--- src/rtl/phy_train_seq.sv ---
module phy_train_seq #(
  parameter int TW     = 8,
  parameter int RANK_W = 2,
  parameter int NCKE   = 2
) (
  input  logic              clk,
  input  logic              rst_n,
  input  logic              cmd_we,
  input  logic              cmd_start,
  input  logic [3:0]        cmd_skip,
  input  logic              cmd_stop_on_fail,
  input  logic [TW-1:0]     cmd_timeout,
  input  logic              cmd_zq,
  input  logic              cmd_rcomp,
  input  logic [RANK_W-1:0] cmd_rank,
  input  logic              cmd_fifo_rst,
  input  logic              cmd_ignore_rx,
  input  logic              cmd_cke,
  input  logic              auto_rst_dis,
  input  logic              init_done,
  output logic              trn_start,
  output logic [1:0]        trn_step,
  input  logic              trn_done,
  input  logic              trn_fail,
  output logic              zq_req,
  output logic              rcomp_req,
  output logic [RANK_W-1:0] cal_rank,
  output logic              fifo_rst,
  input  logic              rx_valid_in,
  output logic              rx_valid_out,
  output logic [NCKE-1:0]   cke,
  output logic              cke_oe,
  output logic              busy,
  output logic              halted,
  output logic [3:0]        step_fail
);
  localparam logic [TW-1:0] TMAX = {TW{1'b1}};

  logic          busy_q, wait_q, start_q, halt_q, sof_q;
  logic [1:0]    step_q;
  logic [3:0]    skip_q, fail_q;
  logic [TW-1:0] tmo_q, timer_q;
  logic          zq_q, rc_q, fifo_q, ign_q, cke_q;
  logic [RANK_W-1:0] rank_q;

  wire accept   = cmd_we && cmd_start && !busy_q;
  wire last     = (step_q == 2'd3);
  wire resp     = wait_q && (trn_done || trn_fail);
  wire expire   = wait_q && !resp && (timer_q == TW'(1));
  wire halt_now = expire && sof_q && !auto_rst_dis;

  always_ff @(posedge clk) begin
    if (!rst_n) begin
      busy_q  <= 1'b0;
      wait_q  <= 1'b0;
      start_q <= 1'b0;
      halt_q  <= 1'b0;
      sof_q   <= 1'b0;
      step_q  <= '0;
      skip_q  <= '0;
      fail_q  <= '0;
      tmo_q   <= '0;
      timer_q <= '0;
    end else begin
      start_q <= 1'b0;
      if (accept) begin
        busy_q <= 1'b1;
        wait_q <= 1'b0;
        step_q <= '0;
        skip_q <= cmd_skip;
        sof_q  <= cmd_stop_on_fail;
        tmo_q  <= cmd_timeout;
        fail_q <= '0;
        halt_q <= 1'b0;
      end else if (busy_q) begin
        if (!wait_q) begin
          if (skip_q[step_q]) begin
            if (last) busy_q <= 1'b0;
            else      step_q <= step_q + 2'd1;
          end else begin
            start_q <= 1'b1;
            wait_q  <= 1'b1;
            timer_q <= (tmo_q == '0) ? TMAX : tmo_q;
          end
        end else if (resp || expire) begin
          wait_q <= 1'b0;
          if (trn_fail || expire) fail_q[step_q] <= 1'b1;
          if (halt_now) begin
            halt_q <= 1'b1;
            busy_q <= 1'b0;
          end else if (last) begin
            busy_q <= 1'b0;
          end else begin
            step_q <= step_q + 2'd1;
          end
        end else begin
          timer_q <= timer_q - TW'(1);
        end
      end
    end
  end

  always_ff @(posedge clk) begin
    if (!rst_n) begin
      zq_q   <= 1'b0;
      rc_q   <= 1'b0;
      fifo_q <= 1'b0;
      ign_q  <= 1'b0;
      cke_q  <= 1'b0;
      rank_q <= '0;
    end else begin
      zq_q   <= cmd_we && cmd_zq;
      rc_q   <= cmd_we && cmd_rcomp;
      fifo_q <= cmd_we && cmd_fifo_rst;
      if (cmd_we && (cmd_zq || cmd_rcomp)) rank_q <= cmd_rank;
      if (cmd_we) ign_q <= cmd_ignore_rx;
      if (cmd_we && !init_done) cke_q <= cmd_cke;
    end
  end

  assign trn_start    = start_q;
  assign trn_step     = step_q;
  assign busy         = busy_q;
  assign halted       = halt_q;
  assign step_fail    = fail_q;
  assign zq_req       = zq_q;
  assign rcomp_req    = rc_q;
  assign cal_rank     = rank_q;
  assign fifo_rst     = fifo_q;
  assign rx_valid_out = rx_valid_in && !ign_q;
  assign cke          = {NCKE{cke_q}};
  assign cke_oe       = cke_q;

  assert_start_pulse_R2: assert property (@(posedge clk) disable iff (!rst_n)
    trn_start |=> !trn_start);
  assert_start_busy_R2: assert property (@(posedge clk) disable iff (!rst_n)
    trn_start |-> busy);
  assert_halt_idle_R5: assert property (@(posedge clk) disable iff (!rst_n)
    $rose(halted) |-> !busy);
  assert_halt_cond_R5: assert property (@(posedge clk) disable iff (!rst_n)
    $rose(halted) |-> $past(!auto_rst_dis));
  assert_busy_src_R7: assert property (@(posedge clk) disable iff (!rst_n)
    $rose(busy) |-> $past(cmd_we && cmd_start));
  assert_zq_src_R8: assert property (@(posedge clk) disable iff (!rst_n)
    zq_req |-> $past(cmd_we && cmd_zq));
  assert_rcomp_src_R8: assert property (@(posedge clk) disable iff (!rst_n)
    rcomp_req |-> $past(cmd_we && cmd_rcomp));
  assert_fifo_src_R9: assert property (@(posedge clk) disable iff (!rst_n)
    fifo_rst |-> $past(cmd_we && cmd_fifo_rst));
  assert_cke_lock_R11: assert property (@(posedge clk) disable iff (!rst_n)
    init_done |=> $stable(cke_oe));
endmodule

--- config.mk ---
export PLATFORM = sky130hd
export DESIGN_NAME = phy_train_seq
export DESIGN_NICKNAME = d
export VERILOG_FILES = /design/src/rtl/phy_train_seq.sv
export SDC_FILE = /design/constraint.sdc
export NUM_CORES = 1
export LEC_CHECK = 0
export BUFFER_PORTS_ARGS = -buffer_cell sky130_fd_sc_hd__buf_2
export CAP_MARGIN = 10
export CORE_ASPECT_RATIO = 1.25
export CORE_MARGIN = 5
export CORE_UTILIZATION = 39
export CTS_BUF_LIST = sky130_fd_sc_hd__clkbuf_16
export DETAILED_ROUTE_END_ITERATION = 6
export HOLD_SLACK_MARGIN = 0.02
export SLEW_MARGIN = 25
export SYNTH_ARGS = -nofsm -noshare
export SYNTH_HDL_FRONTEND = slang
export SYNTH_SLANG_ARGS = --single-unit
--- constraint.sdc ---
create_clock -name clk -period 2.05 [get_ports clk]
set_input_delay 0.5125 -clock clk [delete_from_list [all_inputs] [get_ports clk]]
set_output_delay 0.5125 -clock clk [all_outputs]
set_load 0.02 [all_outputs]
==> flow_metrics.env <==
export IMPL_status="finished, final reports clean"
export IMPL_min_period_ns=1.96
export IMPL_syn_to_final_growth_pct=24.8
export IMPL_rows=27
export IMPL_htree_num_levels=2
export IMPL_cts_tree="yes"
export IMPL_cts_hold_buf=0
export IMPL_crit_type="flip-flop to flip-flop"
export IMPL_required_ns=2.25
export IMPL_setup_viol=0
export IMPL_n_antenna_cell=0
export IMPL_grt_max_degree=16
export IMPL_endpoint_kind="flip-flop"
export IMPL_placed_area_um2=2150
export IMPL_vias=1556
export IMPL_whs_ns=0.440
export IMPL_portBuffers=46
export IMPL_synth_area_per_cell_um2=9.02
export IMPL_worst_path_stages=8
export IMPL_cts_root_buffer="clkbuf_16"
export IMPL_yosysSeqAreaShare=0.416
export IMPL_grt_usage=0.135
export IMPL_via_per_inst=4.97
export IMPL_vdd_drop_max_mv=0.488
export IMPL_tns_ns=0
export IMPL_synth_cell_types=46
export IMPL_drv_cap=0
export IMPL_final_cell_area_um2=2280
export IMPL_drt_initial_drc_count=101
export IMPL_cts_setup_buffers=0
export IMPL_synth_area_top_cells="dfxtp_1, nand2_1, mux2i_1"
export IMPL_core_area_um2=4490
export IMPL_antenna_found_initial=0
export IMPL_cts_sinks=38
export IMPL_path_max_fanout=13
export IMPL_leakagePower_nw=0.983
export IMPL_ant_nets=0
export IMPL_worst_path_buf_inv=2
export IMPL_skew_ns=0.00653
export IMPL_worstPathArrival_ns=2.15
export IMPL_synth_nets=238
export IMPL_p_per_area_nw_per_um2=880
export IMPL_grt_first_pass_wirelength_um=6540
export IMPL_finalCritPeriodShare=0.955
export IMPL_synth_top_area_share=0.416
export IMPL_max_freq_mhz=511
export IMPL_initial_core_util=0.407
export IMPL_nNetsFinal=289
export IMPL_grt_pass1_vias=1491
export IMPL_holdPathStages=2
export IMPL_final_common_cell="buf_2"
export IMPL_reg2reg_depth=8
export IMPL_drive_above_1_share=0.271
export IMPL_tightest_slew_ns=0.483
export IMPL_wl_per_cell_um=12.9
export IMPL_die_w_um=71.3
export IMPL_cts_buffers=5
export IMPL_place_gp_congestion=0.796
export IMPL_path_clk_slew_ns=0.05
export IMPL_place_detailed_hpwl_um=3090
export IMPL_ys_ff_latch=38
export IMPL_post_synth_top_area_cell="dfxtp_1"
export IMPL_relSlewSlack=0.675
export IMPL_synth_area_um2=1830
export IMPL_clockBufferDepth=2
export IMPL_slowest_delay_ns=0.54
export IMPL_hold_class="flip-flop to flip-flop"
export IMPL_crit_path_start_kind="flip-flop"
export IMPL_crit_family="simple AND/OR/NAND/NOR gates"
export IMPL_io_pins=47
export IMPL_utilization=0.508
export IMPL_slowest_stage="or4bb_4"
export IMPL_syn_instance_count=203
export IMPL_mostFrequentLayoutCells="buf_2, dfxtp_1, nand2_1"
export IMPL_firstDrtPassIters=4
export IMPL_drc_errors=0
export IMPL_cp_cell_sequence="inv_1, ha_1, or4bb_4, o21ai_2, nor3_2, buf_4, a41o_2, a211oi_2"
export IMPL_dieArea_um2=6170
export IMPL_clk_latency_ns=0.28
export IMPL_ys_warn_count=0
export IMPL_maxSlewViolCount=0
export IMPL_cts_resized=0
export IMPL_wl_um=4030
export IMPL_overflow=0
export IMPL_finalHoldViolCount=0
export IMPL_rsz0062_at_grt="no"
export IMPL_die_h_um=86.6
==> per-stage QoR <==
step           setup WS (ns)  std cells  power [mW]
2_1_floorplan          0.196        203        1.19
3_3_place_gp           0.156        305        1.33
3_5_place_dp           0.105        305        1.33
4_1_cts               0.0865        313        2.04
5_1_grt               0.0310        313        2.12
6_report              0.0929        313        2.01
==> tightest hold or removal path, cell delays in order (launching register included) <==
cell and delay, ns:
dfxtp_1 0.30, inv_1 0.05, a21oi_1 0.05
==> layer usage <==
metal | wire length, um | vias up | GRT usage
li1 | - | 815 | -
met1 | 1710 | 705 | 0.151
met2 | 2000 | 30 | 0.232
met3 | 237 | 6 | 0.0452
met4 | 78 | 0 | 0.0615
met5 | 0 | - | 0
==> worst paths after layout <==
check        slack (ns)    endpoint       start
min                0.44      halted      halted
max reg2reg        0.09  timer_q[5]  timer_q[1]
max                0.09  timer_q[5]  timer_q[1]
min reg2reg        0.44      halted      halted
==> final cells by class <==
type / count / area [um2]
clock buffer: 5 / 125
clock inverter: 3 / 11.3
fill: 454 / 2210
inverter: 7 / 26.3
multi-input combinational: 146 / 983
sequential: 38 / 761
tap: 58 / 72.6
timing repair buffer: 56 / 305
==> report_power, final <==
group          internal, mW  total [mW]  switching (mW)  leakage, nW
Sequential            0.793       0.838          0.0448        0.310
Combinational         0.227       0.473           0.246        0.607
Clock                 0.437       0.700           0.264       0.0663
Total                  1.46        2.01           0.554        0.983
==> state kept, by name, summed over array words and instances (netlist names), 2 cells and up <==
register and flops:
step_fail 4, tmo_q 8, timer_q 8, cal_rank 2
trn_step 2, skip_q 4
==> cells in the mapped netlist, drive strengths merged <==
cell type,count
and2,1
a41o,1
a311oi,2
dfxtp,38
nor2,6
a21oi,3
o21ai,7
nor3,4
and4b,1
nand2b,2
nor4bb,1
o31a,1
o2111a,1
nor4b,1
a21o,1
nor3b,2
xnor2,5
clkbuf,8
o22ai,4
nand3,2
a211oi,2
nand4,1
mux2i,10
or4,1
and3,4
nor2b,9
buf,4
ha,6
inv,7
a32oi,1
a21boi,14
or4bb,1
or2,1
nand2,37
a2bb2oi,3
or3,1
a22o,4
o2bb2ai,2
nor4,4
==> cell families (layout without fill, tap and decap cells) <==
kind of cell | after synthesis | in the layout | share of synthesized area
DFF | 38 | 38 | 0.416
xor gates and xnor gates | 5 | 5 | 0.0239
AOI/OAI and AO/OA | 46 | 46 | 0.190
buffers and inverters | 19 | 71 | 0.0472
and+or+nand+nor | 79 | 79 | 0.228
muxes | 10 | 10 | 0.0547
adders and majority gates | 6 | 6 | 0.0410
No activity file was read; power rests on OpenSTA's default activity.
